### src/rtl/alu8_pkg.sv
package alu8_pkg;

    localparam int ALU_DW     = 8;
    localparam int FLAG_W     = 8;
    localparam int FLAG_SEL_W = $clog2(FLAG_W);

    // status bit positions (decoded by branch logic, kept fixed)
    localparam int FL_C = 0;
    localparam int FL_Z = 1;
    localparam int FL_N = 2;
    localparam int FL_V = 3;
    localparam int FL_S = 4;
    localparam int FL_H = 5;

    localparam logic [FLAG_W-1:0] UPD_NONE   = 8'h00;
    localparam logic [FLAG_W-1:0] UPD_SVNZ   = 8'h1E;
    localparam logic [FLAG_W-1:0] UPD_SVNZC  = 8'h1F;
    localparam logic [FLAG_W-1:0] UPD_HSVNZC = 8'h3F;

    typedef enum logic [4:0] {
        OP_ADD  = 5'd0,  OP_ADC  = 5'd1,  OP_SUB  = 5'd2,  OP_SBC  = 5'd3,
        OP_CP   = 5'd4,  OP_CPC  = 5'd5,  OP_NEG  = 5'd6,  OP_AND  = 5'd7,
        OP_OR   = 5'd8,  OP_EOR  = 5'd9,  OP_COM  = 5'd10, OP_INC  = 5'd11,
        OP_DEC  = 5'd12, OP_LSL  = 5'd13, OP_LSR  = 5'd14, OP_ROL  = 5'd15,
        OP_ROR  = 5'd16, OP_ASR  = 5'd17, OP_SWAP = 5'd18, OP_WADD = 5'd19,
        OP_WSUB = 5'd20, OP_FSET = 5'd21, OP_FCLR = 5'd22, OP_NOP  = 5'd23
    } alu_op_e;

    typedef struct packed {
        logic h;
        logic v;
        logic n;
        logic z;
        logic c;
    } flag_cand_t;

    // candidate flags laid out at their status positions, sign derived
    function automatic logic [FLAG_W-1:0] cand_to_vec(flag_cand_t f);
        logic [FLAG_W-1:0] vec;
        vec       = '0;
        vec[FL_C] = f.c;
        vec[FL_Z] = f.z;
        vec[FL_N] = f.n;
        vec[FL_V] = f.v;
        vec[FL_S] = f.n ^ f.v;
        vec[FL_H] = f.h;
        return vec;
    endfunction

endpackage

### src/rtl/alu8_byte_unit.sv
module alu8_byte_unit
    import alu8_pkg::*;
#(
    parameter int DATA_W = ALU_DW
) (
    input  alu_op_e             op,
    input  logic [DATA_W-1:0]   a,
    input  logic [DATA_W-1:0]   b,
    input  logic                c_in,
    input  logic                h_in,
    input  logic                z_in,
    output logic [DATA_W-1:0]   res,
    output flag_cand_t          cand,
    output logic [FLAG_W-1:0]   upd,
    output logic                wr
);

    localparam int NIB = DATA_W / 2;
    localparam int MSB = DATA_W - 1;

    logic              add_ci;
    logic              sub_ci;
    logic              is_neg;
    logic              chain_z;
    logic              shift_v;
    logic [DATA_W-1:0] sub_x;
    logic [DATA_W-1:0] sub_y;
    logic [DATA_W:0]   add_full;
    logic [DATA_W:0]   sub_full;
    logic [NIB:0]      add_nib;
    logic [NIB:0]      sub_nib;

    always_comb begin
        is_neg  = (op == OP_NEG);
        add_ci  = (op == OP_ADC) && c_in;
        sub_ci  = ((op == OP_SBC) || (op == OP_CPC)) && c_in;
        chain_z = (op == OP_SBC) || (op == OP_CPC);
        sub_x   = is_neg ? '0 : a;
        sub_y   = is_neg ? a : b;

        add_full = {1'b0, a} + {1'b0, b} + {{DATA_W{1'b0}}, add_ci};
        add_nib  = {1'b0, a[NIB-1:0]} + {1'b0, b[NIB-1:0]} + {{NIB{1'b0}}, add_ci};
        sub_full = {1'b0, sub_x} - {1'b0, sub_y} - {{DATA_W{1'b0}}, sub_ci};
        sub_nib  = {1'b0, sub_x[NIB-1:0]} - {1'b0, sub_y[NIB-1:0]} - {{NIB{1'b0}}, sub_ci};

        res     = a;
        cand.c  = c_in;
        cand.h  = h_in;
        cand.v  = 1'b0;
        cand.n  = 1'b0;
        cand.z  = 1'b0;
        upd     = UPD_NONE;
        wr      = 1'b0;
        shift_v = 1'b0;

        case (op)
            OP_ADD, OP_ADC: begin
                res    = add_full[MSB:0];
                cand.c = add_full[DATA_W];
                cand.h = add_nib[NIB];
                cand.v = (a[MSB] == b[MSB]) && (add_full[MSB] != a[MSB]);
                upd    = UPD_HSVNZC;
                wr     = 1'b1;
            end
            OP_SUB, OP_SBC, OP_NEG, OP_CP, OP_CPC: begin
                res    = sub_full[MSB:0];
                cand.c = sub_full[DATA_W];
                cand.h = sub_nib[NIB];
                cand.v = (sub_x[MSB] != sub_y[MSB]) && (sub_full[MSB] != sub_x[MSB]);
                upd    = UPD_HSVNZC;
                wr     = (op != OP_CP) && (op != OP_CPC);
            end
            OP_AND: begin res = a & b; upd = UPD_SVNZ; wr = 1'b1; end
            OP_OR:  begin res = a | b; upd = UPD_SVNZ; wr = 1'b1; end
            OP_EOR: begin res = a ^ b; upd = UPD_SVNZ; wr = 1'b1; end
            OP_COM: begin
                res    = ~a;
                cand.c = 1'b1;
                upd    = UPD_SVNZC;
                wr     = 1'b1;
            end
            OP_INC: begin
                res    = a + DATA_W'(1);
                cand.v = (a == {1'b0, {MSB{1'b1}}});
                upd    = UPD_SVNZ;
                wr     = 1'b1;
            end
            OP_DEC: begin
                res    = a - DATA_W'(1);
                cand.v = (a == {1'b1, {MSB{1'b0}}});
                upd    = UPD_SVNZ;
                wr     = 1'b1;
            end
            OP_LSL: begin res = {a[MSB-1:0], 1'b0};  cand.c = a[MSB]; shift_v = 1'b1; end
            OP_LSR: begin res = {1'b0, a[MSB:1]};    cand.c = a[0];   shift_v = 1'b1; end
            OP_ROL: begin res = {a[MSB-1:0], c_in};  cand.c = a[MSB]; shift_v = 1'b1; end
            OP_ROR: begin res = {c_in, a[MSB:1]};    cand.c = a[0];   shift_v = 1'b1; end
            OP_ASR: begin res = {a[MSB], a[MSB:1]};  cand.c = a[0];   shift_v = 1'b1; end
            OP_SWAP: begin
                res = {a[NIB-1:0], a[MSB:NIB]};
                wr  = 1'b1;
            end
            default: begin
                res = a;
            end
        endcase

        cand.n = res[MSB];
        cand.z = (res == '0) && (!chain_z || z_in);
        if (shift_v) begin
            cand.v = res[MSB] ^ cand.c;
            upd    = UPD_SVNZC;
            wr     = 1'b1;
        end
    end

endmodule

### src/rtl/alu8_word_unit.sv
module alu8_word_unit
    import alu8_pkg::*;
#(
    parameter int DATA_W = ALU_DW
) (
    input  logic                  sub_mode,
    input  logic [2*DATA_W-1:0]   pair,
    input  logic [DATA_W-1:0]     imm,
    output logic [2*DATA_W-1:0]   res,
    output flag_cand_t            cand
);

    localparam int WORD_W = 2 * DATA_W;
    localparam int WMSB   = WORD_W - 1;

    logic [WORD_W-1:0] k_ext;
    logic [WORD_W:0]   full;

    always_comb begin
        k_ext = {{DATA_W{1'b0}}, imm};
        if (sub_mode) begin
            full   = {1'b0, pair} - {1'b0, k_ext};
            cand.v = (pair[WMSB] != k_ext[WMSB]) && (full[WMSB] != pair[WMSB]);
        end else begin
            full   = {1'b0, pair} + {1'b0, k_ext};
            cand.v = (pair[WMSB] == k_ext[WMSB]) && (full[WMSB] != pair[WMSB]);
        end
        res    = full[WMSB:0];
        cand.c = full[WORD_W];
        cand.n = full[WMSB];
        cand.z = (full[WMSB:0] == '0);
        cand.h = 1'b0;
    end

endmodule

### src/rtl/alu8_flag_test.sv
module alu8_flag_test
    import alu8_pkg::*;
(
    input  logic [FLAG_W-1:0]     flags,
    input  logic [FLAG_SEL_W-1:0] sel,
    input  logic                  want,
    output logic                  hit
);

    always_comb begin
        hit = (flags[sel] == want);
    end

endmodule

### src/rtl/alu8_flags.sv
module alu8_flags
    import alu8_pkg::*;
#(
    parameter int DATA_W = ALU_DW
) (
    input  logic                   clk,
    input  logic                   rst_n,
    input  logic                   op_valid,
    input  logic [4:0]             op_sel,
    input  logic [DATA_W-1:0]      opnd_a,
    input  logic [DATA_W-1:0]      opnd_b,
    input  logic [2*DATA_W-1:0]    pair_in,
    input  logic [FLAG_SEL_W-1:0]  tst_sel,
    input  logic                   tst_want,
    output logic [2*DATA_W-1:0]    res_q,
    output logic                   res_we_q,
    output logic [FLAG_W-1:0]      flags_q,
    output logic [FLAG_W-1:0]      upd_mask_q,
    output logic                   cond_hit
);

    localparam int WORD_W = 2 * DATA_W;

    typedef struct packed {
        logic [WORD_W-1:0] res;
        logic              we;
        logic [FLAG_W-1:0] flags;
        logic [FLAG_W-1:0] upd;
    } alu_state_t;

    alu_state_t st_d;
    alu_state_t st_q;

    alu_op_e           op;
    logic [DATA_W-1:0] b_res;
    flag_cand_t        b_cand;
    logic [FLAG_W-1:0] b_upd;
    logic              b_wr;
    logic [WORD_W-1:0] w_res;
    flag_cand_t        w_cand;
    logic [FLAG_W-1:0] fresh;

    assign op = alu_op_e'(op_sel);

    alu8_byte_unit #(.DATA_W(DATA_W)) i_byte (
        .op       (op),
        .a        (opnd_a),
        .b        (opnd_b),
        .c_in     (st_q.flags[FL_C]),
        .h_in     (st_q.flags[FL_H]),
        .z_in     (st_q.flags[FL_Z]),
        .res      (b_res),
        .cand     (b_cand),
        .upd      (b_upd),
        .wr       (b_wr)
    );

    alu8_word_unit #(.DATA_W(DATA_W)) i_word (
        .sub_mode (op == OP_WSUB),
        .pair     (pair_in),
        .imm      (opnd_b),
        .res      (w_res),
        .cand     (w_cand)
    );

    alu8_flag_test i_test (
        .flags    (st_q.flags),
        .sel      (tst_sel),
        .want     (tst_want),
        .hit      (cond_hit)
    );

    always_comb begin
        st_d     = st_q;
        st_d.we  = 1'b0;
        st_d.upd = UPD_NONE;
        fresh    = '0;
        if (op_valid) begin
            case (op)
                OP_WADD, OP_WSUB: begin
                    st_d.res = w_res;
                    st_d.we  = 1'b1;
                    st_d.upd = UPD_SVNZC;
                    fresh    = cand_to_vec(w_cand);
                end
                OP_FSET, OP_FCLR: begin
                    st_d.upd = FLAG_W'(1) << opnd_b[FLAG_SEL_W-1:0];
                    fresh    = {FLAG_W{op == OP_FSET}};
                end
                OP_NOP: begin
                    st_d.upd = UPD_NONE;
                end
                default: begin
                    if (b_wr) begin
                        st_d.res = {{DATA_W{1'b0}}, b_res};
                    end
                    st_d.we  = b_wr;
                    st_d.upd = b_upd;
                    fresh    = cand_to_vec(b_cand);
                end
            endcase
        end
        st_d.flags = (st_q.flags & ~st_d.upd) | (fresh & st_d.upd);
    end

    always_ff @(posedge clk) begin
        if (!rst_n) begin
            st_q <= '0;
        end else begin
            st_q <= st_d;
        end
    end

    assign res_q      = st_q.res;
    assign res_we_q   = st_q.we;
    assign flags_q    = st_q.flags;
    assign upd_mask_q = st_q.upd;

endmodule

### config.mk
export PLATFORM = sky130hd
export DESIGN_NAME = alu8_flags
export DESIGN_NICKNAME = d
export VERILOG_FILES = /design/src/rtl/alu8_pkg.sv /design/src/rtl/alu8_byte_unit.sv /design/src/rtl/alu8_word_unit.sv /design/src/rtl/alu8_flag_test.sv /design/src/rtl/alu8_flags.sv
export SDC_FILE = /design/constraint.sdc
export NUM_CORES = 1
export LEC_CHECK = 0
export CAP_MARGIN = 20
export CELL_PAD_IN_SITES_DETAIL_PLACEMENT = 1
export CELL_PAD_IN_SITES_GLOBAL_PLACEMENT = 1
export CORE_AREA = 8 8 117 119
export DETAILED_ROUTE_END_ITERATION = 8
export DIE_AREA = 0 0 125 127
export PLACE_DENSITY_LB_ADDON = 0.15
export SYNTH_ARGS = -nofsm -noshare
export SYNTH_HDL_FRONTEND = slang
export SYNTH_SLANG_ARGS = --single-unit
### constraint.sdc
create_clock -name clk -period 8.9 [get_ports clk]
set_input_delay 1.78 -clock clk [delete_from_list [all_inputs] [get_ports clk]]
set_output_delay 1.78 -clock clk [all_outputs]
set_load 0.03 [all_outputs]
==> results.md <==
* Most common flop cell mapped by yosys: dfxtp_1
* Clock slew at reported path FFs at around 0.050 ns
* Die Footprint at ~16000 um2
* Worst skew pair latency at between 0.2 and 0.3 ns
* Seq/Total Area, Yosys at between 10% and 20%
* First-pass GRT wire length at between 30000 and 40000 um
* Clk buf depth at 2
* TritonCTS Sinks at 33
* Core area at ~12000 um2
* Layout cells sized above 1 at 4.93%
* Drc violations at 0
* Comb pwr share at 49.1%
* CP arrival at slightly below 7 ns
* Post-CTS resize count at 0
* Hold Path Class: flop to flop
* Pin count of the biggest net entering global routing at 30
* Asr flop ratio synth at 0%
* #FFs+latches synth at 33
* Post-CTS Hold Buffers at 0
* Most common cell in the netlist: nor2_1
* Int Power at between 0.3 and 0.4 mW
* Total power at 0.648 mW
* Starting DRC count in detailed routing at 519
* Antenna Nets Post-Route at 0
* WHS at around 0.46 ns
* Crit path cell chain: clkdlybuf4s50_1 -> nor3b_1 -> nand2_1 -> nand2_1 -> o21ai_0 -> fa_1 -> fa_1 -> a21bo_2 -> a211oi_1 -> a21oi_1 -> o21bai_1 -> xnor2_1 -> a221oi_1 -> xnor2_1 -> a211oi_1 -> nor2_1
* Post-route setup TNS at 0 ns
* Max_cap viols at 0
* Clock power frac at 26.1%
* Crit share post-route at approximately 76%
* Synth area leaders: dfxtp_1, ha_1, nor2_1
* FP Rows at 40
* CTS tree: yes
* Fin. Hold Viols at 0
* Die span in x at between 100 and 150 um
* Critical Path RT at 9.07 ns
* Final net count at around 850
* Switching part of the total power at 41.1%
* Starting Density at ~43%
* Worst IR Drop VDD at around 0.00006 V
* Clock skew at about 0.0088 ns
* Max Clock Freq at 147 MHz
* Minimum clock period at about 6.8 ns
* Psw at 0.266 mW
* Syn avg cell area at between 7 and 8 um2
* Slew Limit Fails at 0
* DR WL/cell at about 23 um
* Leak at about 2.4 nW
* Share of the synthesized area in the top cell type at 13.0%
* Biggest area consumer among synthesized cells: dfxtp_1
* Final Setup Violations at 0
* PwrDens at roughly 110 nW/um2
* Ports at between 70 and 80
* Total wire length at slightly above 20000 um
* GRT Total Usage at about a quarter
* Die height at 127 um
* Unrepaired setup endpoints after global routing: no
* Clock root buffer: clkbuf_16
* Post-CTS setup buffers at 0
* Seq pwr share at ~25%
* DP Wirelength at ~16000 um
* Critical path startpoint category: input pin
* Slew headroom at a little under a third
* CP Capture Type: flop
* EDFF count, synth at 0
* DR vias at roughly 5800
* N_diodes at 0
* Grt total ovfl at 0
* Slew of the pin with the lowest slew margin at a little over 1 ns
* Via density at between 6 and 7
* Crit-path max cell delay at ~0.81 ns
* CP max FO at 25
* Cell area after technology mapping at 5090 um2
* Synth Net Count at between 800 and 900
* Commonest cells post-synth: nor2_1, nand2_1, ha_1
* Final GP Congestion at just under 1
* Port bufs at 77
* Yosys cell types at 77
* Antenna violations before repair at 0
* Max H-tree Level at 2
* Cells after Synth at 699
* Slowest cell on crit path: clkdlybuf4s50_1
* Crit Path Class: input pin to flop
* Yosys warning total at 0
* Vias in the first global route at between 5000 and 6000
* P&R area growth vs syn at 18.9%
* First-pass DRT Iterations at 6
* Status: completed
* CTS Buf Count at 5
-- kinds of logic (layout without fill, tap and decap cells) --
group,count (synthesis),after routing,synth area share [%]
AO/OA/AOI/OAI,205,205,28.6
XOR/XNOR,34,34,5.85
adder cells (fa/ha/maj),59,59,15.5
buffers and inverters,83,135,7.01
flip-flops,33,33,13.0
multiplexers,11,11,2.68
AND/OR/NAND/NOR,274,274,27.3
-- metrics by stage --
stage | area [um2] | std cells | utilization, % | worst slack [ns]
finish | 6050 | 898 | 51.2 | 2.11
global route | 6050 | 898 | 51.2 | 1.67
CTS | 6050 | 898 | 51.2 | 2.18
detailed placement | 5910 | 890 | 50.0 | 1.90
global placement | 5900 | 889 | 49.9 | 2.02
floorplan | 5090 | 699 | - | 3.31
-- metal layers --
| metal | GRT usage [%] | part of all wire (%) |
|---|---|---|
| met4 | 11.2 | 3.6 |
| met3 | 3.12 | 4.8 |
| met2 | 43.4 | 48 |
| met1 | 30.1 | 44 |
| met5 | 0 | 0 |
-- worst max-delay path, delay by kind of cell --
family                     cells  cell delay, ns
AOI/OAI and AO/OA              7            1.91
xor gates and xnor gates       2            0.26
and+or+nand+nor                4            1.26
buffers and inverters          1            0.81
adders and majority gates      2            0.95
-- power groups by stage --
stage	logic, mW	registers, mW	clock network, mW
floorplan	0.193	0.174	0
global placement	0.305	0.163	0
detailed placement	0.313	0.163	0
CTS	0.315	0.160	0.169
global route	0.343	0.161	0.175
finish	0.318	0.160	0.169
-- cell type report --
type	instances	area [um2]
fill	1510	5760
timing repair buffer	84	823
clock buffer	5	125
clock inverter	3	17.5
sequential	33	661
tap	147	184
inverter	43	161
multi-input combinational	583	4080
-- final timing paths --
kind | startpoint | to | slack (ns) | depth (start not counted)
setup / recovery | op_sel[0] | flop | 2.11 | 16
hold / removal | res_q[11] | res_q[11] | 0.46 | 2
hold reg to reg | res_q[11] | res_q[11] | 0.46 | 2
setup reg to reg | flop | flop | 5.21 | 13
-- cells in the final DEF, fill, tap and decap left out, types with 21 or more instances in the layout --
| cell type | synthesis | layout |
|---|---|---|
| clkdlybuf4s50_1 | 0 | 77 |
| nor2_1 | 70 | 70 |
| nand2_1 | 67 | 67 |
| ha_1 | 52 | 52 |
| inv_1 | 43 | 43 |
| o21ai_0 | 37 | 37 |
| a21oi_1 | 35 | 35 |
| dfxtp_1 | 33 | 33 |
| xnor2_1 | 23 | 23 |
| nand3_1 | 21 | 21 |
(Power assumes the default switching activity.)
